## config.mk

```make
export PLATFORM = sky130hd
export DESIGN_NAME = clock_victim_sel
export DESIGN_NICKNAME = d
export VERILOG_FILES = /design/src/rtl/clock_victim_pkg.sv /design/src/rtl/clock_sweep_dp.sv /design/src/rtl/clock_sweep_ctl.sv /design/src/rtl/clock_victim_sel.sv
export SDC_FILE = /design/constraint.sdc
export NUM_CORES = 1
export LEC_CHECK = 0
export CAP_MARGIN = 30
export CORE_ASPECT_RATIO = 0.75
export CORE_MARGIN = 2
export CORE_UTILIZATION = 60
export DETAILED_ROUTE_END_ITERATION = 12
export DONT_BUFFER_PORTS = 1
export GPL_TIMING_DRIVEN = 0
export PLACE_DENSITY = 0.81
export SLEW_MARGIN = 20
export SYNTH_ARGS = -nofsm -noshare
export SYNTH_HDL_FRONTEND = slang
export SYNTH_SLANG_ARGS = --single-unit
```

## constraint.sdc

```tcl
create_clock -name clk -period 2.9 [get_ports clk]
set_clock_uncertainty 0.1 [all_clocks]
set_input_delay 0.435 -clock clk [delete_from_list [all_inputs] [get_ports clk]]
set_output_delay 0.435 -clock clk [all_outputs]
set_load 0.03 [all_outputs]
```

## src/rtl/clock_victim_pkg.sv

```systemverilog
package clock_victim_pkg;

  // Strobes from the sweep controller to the frame datapath
  typedef struct packed {
    logic advance;   // move hand to next frame
    logic clearRef;  // clear used mark of frame under hand
    logic bumpCnt;   // increment pass count of frame under hand
    logic pick;      // frame under hand is the victim
    logic fail;      // full revolution of locked frames
  } sweepStrobe_t;

  typedef enum logic {
    ST_IDLE   = 1'b0,
    ST_SEARCH = 1'b1
  } sweepState_t;

endpackage

```

## src/rtl/clock_sweep_dp.sv

```systemverilog
module clock_sweep_dp
  import clock_victim_pkg::*;
#(
  parameter int NUM_FRAMES = 8,
  parameter int CHANCES    = 2,
  parameter int IDX_W      = (NUM_FRAMES > 1) ? $clog2(NUM_FRAMES) : 1,
  parameter int CNT_W      = (CHANCES > 1) ? $clog2(CHANCES) : 1
) (
  input  logic                  clk,
  input  logic                  rstN,
  input  logic                  accessValid,
  input  logic [IDX_W-1:0]      accessIdx,
  input  logic                  loadValid,
  input  logic [IDX_W-1:0]      loadIdx,
  input  logic [NUM_FRAMES-1:0] lockMask,
  input  sweepStrobe_t          strobe,
  output logic                  curRef,
  output logic                  curExpire,
  output logic                  curLocked,
  output logic [IDX_W-1:0]      hand,
  output logic [IDX_W-1:0]      victimIdx
);

  localparam logic [CNT_W-1:0] PassLimit = CNT_W'(CHANCES - 1);
  localparam logic [IDX_W-1:0] LastIdx   = IDX_W'(NUM_FRAMES - 1);

  logic [NUM_FRAMES-1:0] refBits;
  logic [NUM_FRAMES-1:0] hitVec;
  logic [CNT_W-1:0]      passCnt [NUM_FRAMES];
  logic [IDX_W-1:0]      nextHand;

  always_comb begin
    for (int i = 0; i < NUM_FRAMES; i++) begin
      hitVec[i] = (accessValid && (accessIdx == IDX_W'(i))) ||
                  (loadValid   && (loadIdx   == IDX_W'(i)));
    end
  end

  // Reference update takes priority over the sweep (hitVec folded in)
  assign curRef    = refBits[hand] | hitVec[hand];
  assign curExpire = (passCnt[hand] == PassLimit);
  assign curLocked = lockMask[hand];
  assign nextHand  = (hand == LastIdx) ? '0 : hand + 1'b1;

  for (genvar g = 0; g < NUM_FRAMES; g++) begin : g_frame
    logic underHand;
    assign underHand = (hand == IDX_W'(g));

    always_ff @(posedge clk or negedge rstN) begin
      if (!rstN) begin
        refBits[g] <= 1'b0;
        passCnt[g] <= '0;
      end else if (hitVec[g]) begin
        refBits[g] <= 1'b1;
        passCnt[g] <= '0;
      end else if (underHand) begin
        if (strobe.clearRef) refBits[g] <= 1'b0;
        if (strobe.bumpCnt)  passCnt[g] <= passCnt[g] + 1'b1;
        if (strobe.pick)     passCnt[g] <= '0;
      end
    end
  end

  always_ff @(posedge clk or negedge rstN) begin
    if (!rstN) begin
      hand      <= '0;
      victimIdx <= '0;
    end else begin
      if (strobe.advance) hand <= nextHand;
      if (strobe.pick)    victimIdx <= hand;
    end
  end

endmodule

```

## src/rtl/clock_sweep_ctl.sv

```systemverilog
module clock_sweep_ctl
  import clock_victim_pkg::*;
#(
  parameter int NUM_FRAMES = 8
) (
  input  logic         clk,
  input  logic         rstN,
  input  logic         victimReq,
  input  logic         curRef,
  input  logic         curExpire,
  input  logic         curLocked,
  output sweepStrobe_t strobe,
  output logic         busy,
  output logic         victimValid,
  output logic         allLockedErr
);

  localparam int SKIP_W = $clog2(NUM_FRAMES + 1);
  localparam logic [SKIP_W-1:0] SkipLast = SKIP_W'(NUM_FRAMES - 1);

  sweepState_t      state;
  logic [SKIP_W-1:0] skipCnt;

  assign busy = (state == ST_SEARCH);

  always_comb begin
    strobe = '0;
    if (state == ST_SEARCH) begin
      strobe.advance = 1'b1;
      if (curLocked) begin
        strobe.fail = (skipCnt == SkipLast);
      end else if (curRef) begin
        strobe.clearRef = 1'b1;
      end else if (curExpire) begin
        strobe.pick = 1'b1;
      end else begin
        strobe.bumpCnt = 1'b1;
      end
    end
  end

  always_ff @(posedge clk or negedge rstN) begin
    if (!rstN) begin
      state        <= ST_IDLE;
      skipCnt      <= '0;
      victimValid  <= 1'b0;
      allLockedErr <= 1'b0;
    end else begin
      victimValid  <= strobe.pick;
      allLockedErr <= strobe.fail;
      case (state)
        ST_IDLE: begin
          skipCnt <= '0;
          if (victimReq) state <= ST_SEARCH;
        end
        ST_SEARCH: begin
          skipCnt <= curLocked ? skipCnt + 1'b1 : '0;
          if (strobe.pick || strobe.fail) state <= ST_IDLE;
        end
        default: state <= ST_IDLE;
      endcase
    end
  end

endmodule

```

## src/rtl/clock_victim_sel.sv

```systemverilog
module clock_victim_sel
  import clock_victim_pkg::*;
#(
  parameter int NUM_FRAMES = 8,
  parameter int CHANCES    = 2,
  parameter int IDX_W      = (NUM_FRAMES > 1) ? $clog2(NUM_FRAMES) : 1
) (
  input  logic                  clk,
  input  logic                  rstN,
  input  logic                  accessValid,
  input  logic [IDX_W-1:0]      accessIdx,
  input  logic                  loadValid,
  input  logic [IDX_W-1:0]      loadIdx,
  input  logic [NUM_FRAMES-1:0] lockMask,
  input  logic                  victimReq,
  output logic                  busy,
  output logic                  victimValid,
  output logic [IDX_W-1:0]      victimIdx,
  output logic                  allLockedErr,
  output logic [IDX_W-1:0]      hand
);

  sweepStrobe_t strobe;
  logic curRef, curExpire, curLocked;

  clock_sweep_ctl #(.NUM_FRAMES(NUM_FRAMES)) u_ctl (
    .clk(clk), .rstN(rstN), .victimReq(victimReq),
    .curRef(curRef), .curExpire(curExpire), .curLocked(curLocked),
    .strobe(strobe), .busy(busy), .victimValid(victimValid),
    .allLockedErr(allLockedErr)
  );

  clock_sweep_dp #(.NUM_FRAMES(NUM_FRAMES), .CHANCES(CHANCES), .IDX_W(IDX_W)) u_dp (
    .clk(clk), .rstN(rstN),
    .accessValid(accessValid), .accessIdx(accessIdx),
    .loadValid(loadValid), .loadIdx(loadIdx), .lockMask(lockMask),
    .strobe(strobe), .curRef(curRef), .curExpire(curExpire),
    .curLocked(curLocked), .hand(hand), .victimIdx(victimIdx)
  );

endmodule

```

# Yosys cells after proc, flatten, opt, wreduce, memory -nomap -nowiden
# Cells that the tools add are included.
# W data, S select, Z words.
# totals
register_bits	29
inputBits	19
output_inout_bits	9
elab_cells	198
# op_classes
addsub	10
magnitude_cmp	2
n_eq_ne	22
muxes	71
n_bitwise	3
reduce_logical	68
# ops
cell	count
$mux W1	60
$eq A3 B3 Y1 const B	12
$reduce_and A2 Y1	16
$reduce_bool A2 Y1	16
$reduce_bool A3 Y1	8
$eq A3 B2 Y1 const B	6
$logic_and A1 B1 Y1	16
$bmux W1 S3	4
$eq A3 B1 Y1 const B	3
$logic_not A3 Y1	3
$logic_or A1 B1 Y1	9
$add A1 B1 Y1 const B	8
$pmux W4 S2	1
$mux W3	2
$mux W5	1
$add A4 B1 Y4 const B	1
$eq A4 B3 Y1 const B	1
$ge A4 B4 Y1 const B	1
$lt A3 B4 Y1 const B	1
$mux W4	1
$not A3 Y4	1
$add A3 B1 Y3 const B	1
$mux W2	1
$pmux W1 S2	1
other kinds (2)	2

# Logic depth before layout (Yosys ltp)
# Gate-level depths: netlist of the first run.
# depth
ltp_word	13
mapped_depth	8
depth_no_buf	6

# Hierarchy
# From an unflattened synthesis of the first run, not the netlist that was laid out.
# unflattened
hier_cells	175
area_unflattened_um2	1736.7
# modules_own_cells
mod	instances	cells_per_inst	area_each_um2	seq_area_each_um2
clock_sweep_dp	1	150	1416.4	550.5
clock_sweep_ctl	1	25	320.3	175.2

# Worst setup path after synthesis of the first run
# OpenSTA, ideal clock, no wires.
# synth_timing
path_kind	register to register
from	register u_dp.hand[0]
to	register u_dp.passCnt[3] (netlist name)
setup_ps	110
t_arrival_ps	2194
required_ps	2690
path_slack_ps	495
stages_incl_launch_ff	8
n_path_buf	1
period_less_slack_ps	2405
path_cell_list	dfrtp_1 > buf_6 > mux2i_1 > nand3_1 > nand3_2 > nand2_1 > or4_1 > o41ai_1
# synth_via
elab_chain_len	11
word_cells_on_any_way	23
cone_classes	1 x eq/ne; 17 x mux; 2 x bitwise; 3 x reduce/logical
# synth_rtl
element	line_no	text
from (decl)	clock_sweep_dp.sv:20	output logic [IDX_W-1:0] hand,
from (signal assigned)	clock_sweep_dp.sv:69	if (strobe.advance) hand <= nextHand;
$not A3 Y4 (implied by the code)	clock_sweep_dp.sv:41	assign curExpire = (passCnt[hand] == PassLimit);
$bmux W1 S3	clock_sweep_dp.sv:41	
$mux W1 (implied by the code) (2 in series)	clock_sweep_dp.sv:41	
$mux W1	clock_sweep_ctl.sv:34	end else if (curExpire) begin
$mux W2	clock_sweep_ctl.sv:32	end else if (curRef) begin
$mux W3	clock_sweep_ctl.sv:30	if (curLocked) begin
$mux W5	clock_sweep_ctl.sv:28	if (state == ST_SEARCH) begin
$mux W1	clock_sweep_dp.sv:59	if (strobe.pick) passCnt[g] <= '0;
$mux W1	clock_sweep_dp.sv:56	end else if (underHand) begin
$mux W1	clock_sweep_dp.sv:53	end else if (hitVec[g]) begin
to (signal, indexed assignment)	clock_sweep_dp.sv:58	if (strobe.bumpCnt) passCnt[g] <= passCnt[g] + 1'b1;
to (decl)	clock_sweep_dp.sv:29	logic [CNT_W-1:0] passCnt [NUM_FRAMES];
# Several ways; a longest one is shown, not always the timed one. The select of a mux whose other input is x is not followed.
# A chain may end at the register's enable or synchronous reset.

# Worst setup path in the final report of the first run
# layout_timing
from	register u_dp.hand[2]
to	register u_dp.passCnt[3] (netlist name)
# The elaborated chain is that of the path after synthesis.

==> results of run 1 <==
[metal layers]
metal / global-route usage (%) / up-vias / routed length (um)
met1: 42.4 / 744 / 2030
met3: 6.93 / 9 / 436
li1: - / 696 / -
met5: 0 / - / 0
met4: 12.6 / 0 / 81
met2: 41.3 / 83 / 1960
[worst register-to-register path: cells and delay by family, from the launching register on]
kind / cells / cell delay [ns]
AND/OR/NAND/NOR: 3 / 1.04
AO/OA/AOI/OAI: 3 / 0.63
buffers and inverters: 1 / 0.24
flip-flops: 1 / 0.58
[state kept, by name, indices dropped and copies added (netlist names)]
name / flops
u_dp.hand: 3
u_ctl.skipCnt: 4
u_ctl.allLockedErr: 1
u_ctl.busy: 1
u_dp.refBits: 8
u_dp.victimIdx: 3
u_ctl.victimValid: 1
u_dp.passCnt: 8
[power by group]
part           internal, mW  switching (mW)  leakage (nW)  total [mW]
logic                 0.384           0.591         0.451       0.975
clock network         0.214           0.155        0.0542       0.369
registers             0.554           0.239         0.355       0.793
total                  1.15           0.985         0.860        2.14
[final timing paths]
check	start	to	slack (ns)
min in group asynchronous	rstN	u_dp.passCnt[2]$_DFFE_PN0P_	0.47
setup reg to reg	u_dp.hand[2]$_DFFE_PN0P_	u_dp.passCnt[3]$_DFFE_PN0P_	0.20
hold reg to reg	u_dp.refBits[7]$_DFFE_PN0P_	u_dp.refBits[7]$_DFFE_PN0P_	0.38
hold / removal	victimReq	u_ctl.busy$_DFF_PN0_	0.20
max in group asynchronous	rstN	u_dp.hand[1]$_DFFE_PN0P_	2.04
setup / recovery	u_dp.hand[2]$_DFFE_PN0P_	u_dp.passCnt[3]$_DFFE_PN0P_	0.20
[kinds of logic after synthesis]
group,Yosys count,share of synthesized area [%]
xor gates and xnor gates,2,0.971
adders and majority gates,7,4.85
DFF,29,40.2
muxes,13,9.57
buffers and inverters,14,4.30
and+or+nand+nor,71,22.1
AOI/OAI and AO/OA,41,18.0
[placed cells by master (no fill, tap or decap), drive strengths merged, types with 2 or more instances in the layout]
master / netlist / routed
dfrtp: 29 / 29
nand2: 22 / 22
nor2: 10 / 10
clkbuf: 1 / 8
ha: 7 / 7
nand3: 7 / 7
inv: 7 / 7
buf: 6 / 7
mux2i: 6 / 6
nand2b: 6 / 6
o21ai: 6 / 6
mux2: 5 / 5
o22a: 4 / 4
o31ai: 4 / 4
nand4: 4 / 4
o221ai: 3 / 3
o311ai: 3 / 3
o41ai: 3 / 3
o221a: 3 / 3
and2: 2 / 2
or2: 2 / 2
nor4bb: 2 / 2
o2111ai: 2 / 2
o32a: 2 / 2
nor4b: 2 / 2
mux4: 2 / 2
and3: 2 / 2
nor3: 2 / 2
or4: 2 / 2
nand3b: 2 / 2
o22ai: 2 / 2
a21o: 2 / 2
a21oi: 2 / 2
[cell type report]
class / instances / area [um2]
plain buffers: 7 / 51.3
clock buffers: 7 / 96.3
clock inverters: 1 / 5.00
fillers: 230 / 928
inverters: 7 / 26.3
multi-input cells: 134 / 1000
flip-flops and latches: 29 / 728
well taps: 38 / 47.5
repair buffers: 2 / 30.0
[metrics by stage]
stage / instance area (um2) / util, % / setup WS [ns]
6_report: 1990 / 68.1 / 0.202
5_1_grt: 1990 / 68.1 / 0.0739
4_1_cts: 1980 / 68.1 / 0.0720
3_5_place_dp: 1850 / 63.5 / 0.0877
3_3_place_gp: 1850 / 63.5 / 0.104
2_1_floorplan: 1800 / - / 0.495
[repair_timing]
| item | CTS | global route |
|---|---|---|
| setup buffers | 0 | 0 |
| endpoints found under the hold margin | 29 | 0 |
| hold buffers | 2 | 0 |
| resized for setup | 0 | 2 |
| endpoints found under the setup margin | 0 | 2 |
==> results.json, run 1 <==
{
  "clock.fmax_ghz": 0.371,
  "synthArstFlopShare_pct": 100,
  "grt_pass1_vias": 1429,
  "layout-drive-gt1-share_pct": 17.1,
  "io_buffers": 0,
  "syn-mean-instance-area_um2": 10.2,
  "pin_count": 28,
  "max_cap_viol_count": 0,
  "totalPowerFinal_mw": 2.14,
  "gp_congestion": 0.872,
  "clkSlewWorstSetupHoldPaths_ns": 0.06,
  "slew_violations": 0,
  "antenna_left": 0,
  "synth_edf_count": 0,
  "synthTopCellsByArea": "dfrtp_1, ha_1, nand2_1",
  "yosysWarnings": 0,
  "leakagePower_nw": 0.860,
  "worstRegToRegCells": 7,
  "syn_nets": 203,
  "critPathCaptureType": "flop",
  "initial_core_util_pct": 61.9,
  "antenna_found_initial": 0,
  "ys.flop_type": "dfrtp_1",
  "path_buf_inv": 1,
  "tritoncts": "yes",
  "fin_cells": 225,
  "cp-start-kind": "flop",
  "netlist.area_leader.share_pct": 40.2,
  "clkLatencyLatePin_ns": 0.29,
  "rows": 17,
  "routed_wl_um": 4510,
  "drc_errors": 0,
  "crit_path_max_fanout": 10,
  "arrival_ns": 2.78,
  "hold_class": "input port to flop",
  "core_um2": 2910,
  "crit_path_cell_trace": "buf_4 > nor4bb_1 > o221ai_1 > o2111ai_1 > nor2_2 > or4_1 > o41ai_1",
  "finalSetupViolations": 0,
  "grt_first_pass_wirelength_um": 7110,
  "cp.depth": 7,
  "fin_nets": 212,
  "slowest_stage": "dfrtp_1",
  "placed_cells": 215,
  "via_count": 1532,
  "grt_start_max_net_pins": 30,
  "hold_ws_ns": 0.201,
  "cts_sinks": 29,
  "rsz0062_at_grt": "no",
  "ys_seq_area_share_pct": 40.2,
  "ir_worst_vdd_mv": 0.667,
  "ys_types": 56,
  "dp_hpwl_um": 3210,
  "ys_ff_latch": 29,
  "synth_common_cells": "dfrtp_1, nand2_1, nor2_1",
  "via_per_inst": 6.81,
  "crit_type": "flop to flop",
  "tightest_slew_ns": 0.456,
  "cts_root_buf": "clkbuf_8",
  "whs_path_depth": 1,
  "h-tree-depth": 2,
  "netlist_instances": 177,
  "finalCritPeriodShare_pct": 93.0,
  "routedWlPerCell_um": 20.0,
  "synth_most_common_cell": "dfrtp_1",
  "slew_headroom_pct": 69.5,
  "clock_path_buffers": 2,
  "die_w_um": 67.3,
  "power_density_nw_per_um2": 1080,
  "die_area_um2": 3470,
  "max_stage_delay_ns": 0.58,
  "crit_required_ns": 2.98,
  "drtIter0Drc": 158,
  "grt_util_all_layers_pct": 29.0,
  "cp_top_family": "simple AND/OR/NAND/NOR gates",
  "yosys.area.top_type": "dfrtp_1",
  "grt_overflow": 0,
  "hold_viol_final": 0,
  "n_antenna_cell": 0,
  "drtPass1Iterations": 4,
  "numCtsBuffers": 5,
  "outcome": "finished clean",
  "area_growth_pct": 10.1,
  "synth_area_um2": 1800,
  "fin_setup_tns_ns": 0,
  "period_needed_ns": 2.70,
  "die_h_um": 51.5
}
Power figures use the tool's default switching activity.
==> run 2: changes to the inputs <==
--- a/config.mk
+++ b/config.mk
@@ -6,7 +6,6 @@
 export NUM_CORES = 1
 export LEC_CHECK = 0
 export CAP_MARGIN = 30
-export CORE_ASPECT_RATIO = 0.75
 export CORE_MARGIN = 2
 export CORE_UTILIZATION = 60
 export DETAILED_ROUTE_END_ITERATION = 12
==> run 2 against run 1 <==
The flow now finishes with violations (DRC); count of clock-buffer cells in the layout down 2; core utilization up 0.73 points; worst hold slack worse by 0.060 ns; critical path depth unchanged; setup slack better by 0.059 ns; global-route usage down 0.37 points; sequential share of layout area up 1.1 points; final cell count down 3.1%; critical endpoint unchanged; largest cell class unchanged.
==> results.json, run 2 (same netlist as run 1, synthesis figures left out) <==
{
  "outcome": "finished, violations left",
  "violations": "DRC",
  "fin_nets": 212,
  "routedWlPerCell_um": 19.7,
  "h-tree-depth": 2,
  "via_per_inst": 6.92,
  "io_buffers": 0,
  "grt_start_max_net_pins": 30,
  "setup_ws_ns": 0.261,
  "hold_viol_final": 0,
  "finalSetupViolations": 0,
  "drc_errors": 4,
  "mostFrequentLayoutCells": "dfrtp_1, nand2_1, nor2_1",
  "cts_setup_buffers": 0,
  "grt_util_all_layers_pct": 28.7,
  "slew_headroom_pct": 72.3,
  "area_growth_pct": 7.07,
  "initial_core_util_pct": 64.3,
  "grtUsageMet2_pct": 46.5,
  "grt_first_pass_wirelength_um": 7350,
  "final_common_cell": "dfrtp_1",
  "antenna_found_initial": 0,
  "core_um2": 2810,
  "grt_use_met1_pct": 37.7,
  "n_antenna_cell": 0,
  "leakagePower_nw": 0.836,
  "die_area_um2": 3460,
  "rows": 19,
  "tightest_slew_ns": 0.416,
  "numCtsBuffers": 5,
  "pre_cts_ws_ns": 0.0694,
  "critPathCaptureType": "flop",
  "crit_type": "flop to flop",
  "use_met3_pct": 4.84,
  "layout-drive-gt1-share_pct": 17.6,
  "hold_class": "input port to flop",
  "finalCritPeriodShare_pct": 91.0,
  "die_h_um": 58.8,
  "tritoncts": "yes",
  "top_regs": "u_dp.passCnt (8), u_dp.refBits (8), u_ctl.skipCnt (4)",
  "cts_root_buf": "clkbuf_4",
  "fin_setup_tns_ns": 0,
  "arrival_ns": 2.77,
  "clock_path_buffers": 2,
  "slew_violations": 0,
  "drtIter0Drc": 154,
  "crit_required_ns": 3.03,
  "via_count": 1509,
  "rsz0062_at_grt": "no",
  "dp_hpwl_um": 3190,
  "cp-start-kind": "flop",
  "drtPass1Iterations": 9,
  "crit_path_max_fanout": 10,
  "pin_count": 28,
  "routed_wl_um": 4290,
  "clkSlewWorstSetupHoldPaths_ns": 0.10,
  "gp_congestion": 0.842,
  "period_needed_ns": 2.64,
  "power_density_nw_per_um2": 1020,
  "clock.fmax_ghz": 0.379,
  "ir_worst_vdd_mv": 0.716,
  "cts_sinks": 29,
  "clkLatencyLatePin_ns": 0.34,
  "max_cap_viol_count": 0,
  "grt_pass1_vias": 1572,
  "busiest_layer": "met2",
  "grt_overflow": 0,
  "die_w_um": 58.8,
  "antenna_left": 0
}
## run 2: where the power goes
part           switching [mW]  total (mW)  internal [mW]
sequential              0.227       0.782          0.554
clock                   0.147       0.238         0.0911
combinational           0.574       0.956          0.382
## run 2: what timing repair did
action / in CTS / in global routing
endpoints found under the setup margin: 0 / 2
endpoints found under the hold margin: 29 / 0
resized for setup: 0 / 3
hold buffers: 2 / 0
## run 2: worst max-delay path, cell delays in order (launching register included)
cell and delay, ns:
dfrtp_2 0.60, buf_6 0.23, mux2i_1 0.20, nand3_1 0.12, nand3_2 0.16, nand2_1 0.22, or4_1 0.64, o41ai_1 0.26
## run 2: area by class of cell
cell class / instances / area, um2
Tap cell: 31 / 38.8
Fill cell: 223 / 873
Buffer: 7 / 51.3
Clock inverter: 3 / 17.5
Sequential cell: 29 / 729
Clock buffer: 5 / 37.5
Multi-Input combinational cell: 134 / 1000
Inverter: 7 / 26.3
Timing Repair Buffer: 2 / 30.0
## run 2: per-layer routing
| metal | share of wire (%) | wire length (um) |
|---|---|---|
| met1 | 41 | 1760 |
| met2 | 50 | 2130 |
| met3 | 8.2 | 353 |
| met4 | 1.1 | 47 |
| met5 | 0 | 0 |
## run 2: worst paths after layout
check	startpoint	to	slack, ns	cells after the start
max	u_dp.hand[0]$_DFFE_PN0P_	u_dp.passCnt[3]$_DFFE_PN0P_	0.26	7
min	victimReq	u_ctl.busy$_DFF_PN0_	0.14	1
max reg2reg	u_dp.hand[0]$_DFFE_PN0P_	u_dp.passCnt[3]$_DFFE_PN0P_	0.26	7
min reg2reg	u_ctl.skipCnt[0]$_DFF_PN0_	u_ctl.skipCnt[0]$_DFF_PN0_	0.37	1
max in group asynchronous	rstN	u_dp.hand[1]$_DFFE_PN0P_	2.08	2
min in group asynchronous	rstN	u_dp.passCnt[1]$_DFFE_PN0P_	0.45	2
## run 2: stage by stage
stage / hold WS [ns] / total power, mW / utilization [%] / area [um2] / cells
finish: 0.141 / 1.98 / 68.9 / 1930 / 218
CTS: 0.131 / 1.97 / 68.7 / 1930 / 218
global placement: 0.0402 / 1.68 / 65.7 / 1840 / 208
floorplan: 0.0394 / 1.47 / - / 1800 / 177
detailed placement: 0.0401 / 1.72 / 65.7 / 1840 / 208
global route: 0.137 / 2.14 / 68.9 / 1930 / 218
==> run 3: changes to the inputs <==
--- a/config.mk
+++ b/config.mk
@@ -11,7 +11,9 @@
 export DETAILED_ROUTE_END_ITERATION = 12
 export DONT_BUFFER_PORTS = 1
 export GPL_TIMING_DRIVEN = 0
+export HOLD_SLACK_MARGIN = 0.15
 export PLACE_DENSITY = 0.81
+export SETUP_SLACK_MARGIN = 0.2
 export SLEW_MARGIN = 20
 export SYNTH_ARGS = -nofsm -noshare
 export SYNTH_HDL_FRONTEND = slang
==> run 3 against run 2 <==
The flow still finishes with violations (DRC); first-iteration DRC count shrank 8.4%; sequential share of layout area fell by 0.55 points; worst hold slack improved by 0.12 ns; largest power group unchanged; register-to-register slack gained 0.07 ns; fmax increased by 2.8%; design area rose by 1.8%; via count up 0.13%; clock power about the same; core utilization up 1.2 points; sequential power up 1%.
==> results.json, run 3 (same netlist as run 1, synthesis figures left out) <==
{
  "leakagePower_nw": 0.853,
  "slew_violations": 0,
  "via_per_inst": 6.90,
  "fill_cells": 217,
  "crit_type": "flop to flop",
  "hold_viol_final": 0,
  "clock.fmax_ghz": 0.389,
  "routedWlPerCell_um": 19.6,
  "gp_congestion": 0.842,
  "arrival_ns": 2.70,
  "io_buffers": 0,
  "cts_setup_buffers": 0,
  "max_cap_viol_count": 0,
  "via_count": 1511,
  "pin_count": 28,
  "grt_start_max_net_pins": 30,
  "clkSlewWorstSetupHoldPaths_ns": 0.10,
  "top_regs": "u_dp.passCnt (8), u_dp.refBits (8), u_ctl.skipCnt (4)",
  "cts_root_buf": "clkbuf_4",
  "cp-start-kind": "flop",
  "antenna_found_initial": 0,
  "h-tree-depth": 2,
  "routed_wl_um": 4290,
  "outcome": "finished, violations left",
  "finalSetupViolations": 0,
  "placed_cells": 208,
  "area_growth_pct": 9.02,
  "core_um2": 2810,
  "worstRegToRegCells": 7,
  "tritoncts": "yes",
  "grt_overflow": 0,
  "die_h_um": 58.8,
  "whs_path_depth": 2,
  "hp-start": "loadIdx[0]",
  "finalCritPeriodShare_pct": 88.5,
  "worstHoldEndpoint": "u_dp.refBits[4]$_DFFE_PN0P_",
  "clkLatencyLatePin_ns": 0.33,
  "ir_worst_vdd_mv": 0.719,
  "rows": 19,
  "grt_util_all_layers_pct": 28.7,
  "grt_pass1_vias": 1587,
  "die_w_um": 58.8,
  "reg2reg_from": "u_dp.hand[2]$_DFFE_PN0P_",
  "crit_path_max_fanout": 10,
  "rsz0062_at_grt": "no",
  "r2r-end": "u_dp.passCnt[3]$_DFFE_PN0P_",
  "clock_path_buffers": 2,
  "initial_core_util_pct": 64.3,
  "power_density_nw_per_um2": 1020,
  "mostFrequentLayoutCells": "dfrtp_1, nand2_1, nor2_1",
  "fin_nets": 213,
  "drtIter0Drc": 141,
  "cts_sinks": 29,
  "antenna_left": 0,
  "totalPowerFinal_mw": 2.00,
  "critPathCaptureType": "flop",
  "dp_hpwl_um": 3190,
  "drc_errors": 4,
  "violations": "DRC",
  "setup_ws_ns": 0.332,
  "finalInstanceArea_um2": 1970,
  "fin_cells": 219,
  "drtPass1Iterations": 8,
  "layout-drive-gt1-share_pct": 19.7,
  "period_needed_ns": 2.57,
  "grt_first_pass_wirelength_um": 7390,
  "pre_cts_ws_ns": 0.0694,
  "final_common_cell": "dfrtp_1",
  "tightest_slew_ns": 0.513,
  "n_antenna_cell": 0,
  "fin_setup_tns_ns": 0,
  "crit_required_ns": 3.03,
  "rrSetupSlack_ns": 0.33,
  "numCtsBuffers": 5,
  "slew_headroom_pct": 65.7,
  "dpl_cell_area_um2": 1840,
  "hold_class": "input port to flop",
  "die_area_um2": 3460
}
## run 3: critical path: stages, from the launching register on
cell      delay (ns)
dfrtp_2         0.51
buf_4           0.21
nor4b_1         0.32
o221a_1         0.26
a2111o_1        0.18
nor2_2          0.11
or4_1           0.57
o41ai_2         0.22
## run 3: repair_timing
item	CTS	global route
endpoints found under the hold margin	30	0
resized for setup	3	5
endpoints found under the setup margin	3	2
hold buffers	3	0
## run 3: power by group
part	switching, mW	internal (mW)	leakage (nW)
clock	0.144	0.0912	0.0310
sequential	0.232	0.558	0.354
combinational	0.585	0.392	0.468
## run 3: final cells by class
cell class                      instances  area, um2  area share [%]
Timing Repair Buffer                    3       40.0            2.04
Clock buffer                            5       37.5            1.91
Inverter                                7       26.3            1.34
Buffer                                  7       51.3            2.61
Sequential cell                        29        732            37.2
Clock inverter                          3       17.5           0.891
Tap cell                               31       38.8            1.97
Multi-Input combinational cell        134       1020            52.0
## run 3: through the flow
step	utilization, %	hold WS (ns)
2_1_floorplan	-	0.0394
3_3_place_gp	65.7	0.0402
3_5_place_dp	65.7	0.0401
4_1_cts	69.2	0.234
5_1_grt	70.1	0.246
6_report	70.1	0.263
## run 3: how the worst max path moves through the flow
stage,startpoint,slack (ns),endpoint
finish,u_dp.hand[2]$_DFFE_PN0P_,0.33,u_dp.passCnt[3]$_DFFE_PN0P_
global route,u_dp.hand[2]$_DFFE_PN0P_,0.24,u_dp.passCnt[3]$_DFFE_PN0P_
CTS,u_dp.hand[0]$_DFFE_PN0P_,0.26,u_dp.passCnt[3]$_DFFE_PN0P_
detailed placement,u_dp.hand[1]$_DFFE_PN0P_,0.07,u_dp.passCnt[3]$_DFFE_PN0P_
global placement,u_dp.hand[0]$_DFFE_PN0P_,0.1,u_dp.passCnt[3]$_DFFE_PN0P_
floorplan,u_dp.hand[0]$_DFFE_PN0P_,0.50,u_dp.passCnt[3]$_DFFE_PN0P_
## run 3: layer usage
| layer | routed length, um | up-vias | global-route usage (%) |
|---|---|---|---|
| li1 | - | 703 | - |
| met1 | 1860 | 736 | 37.9 |
| met2 | 2090 | 68 | 46.5 |
| met3 | 290 | 4 | 4.84 |
| met4 | 53 | 0 | 12.7 |
| met5 | 0 | - | 0 |
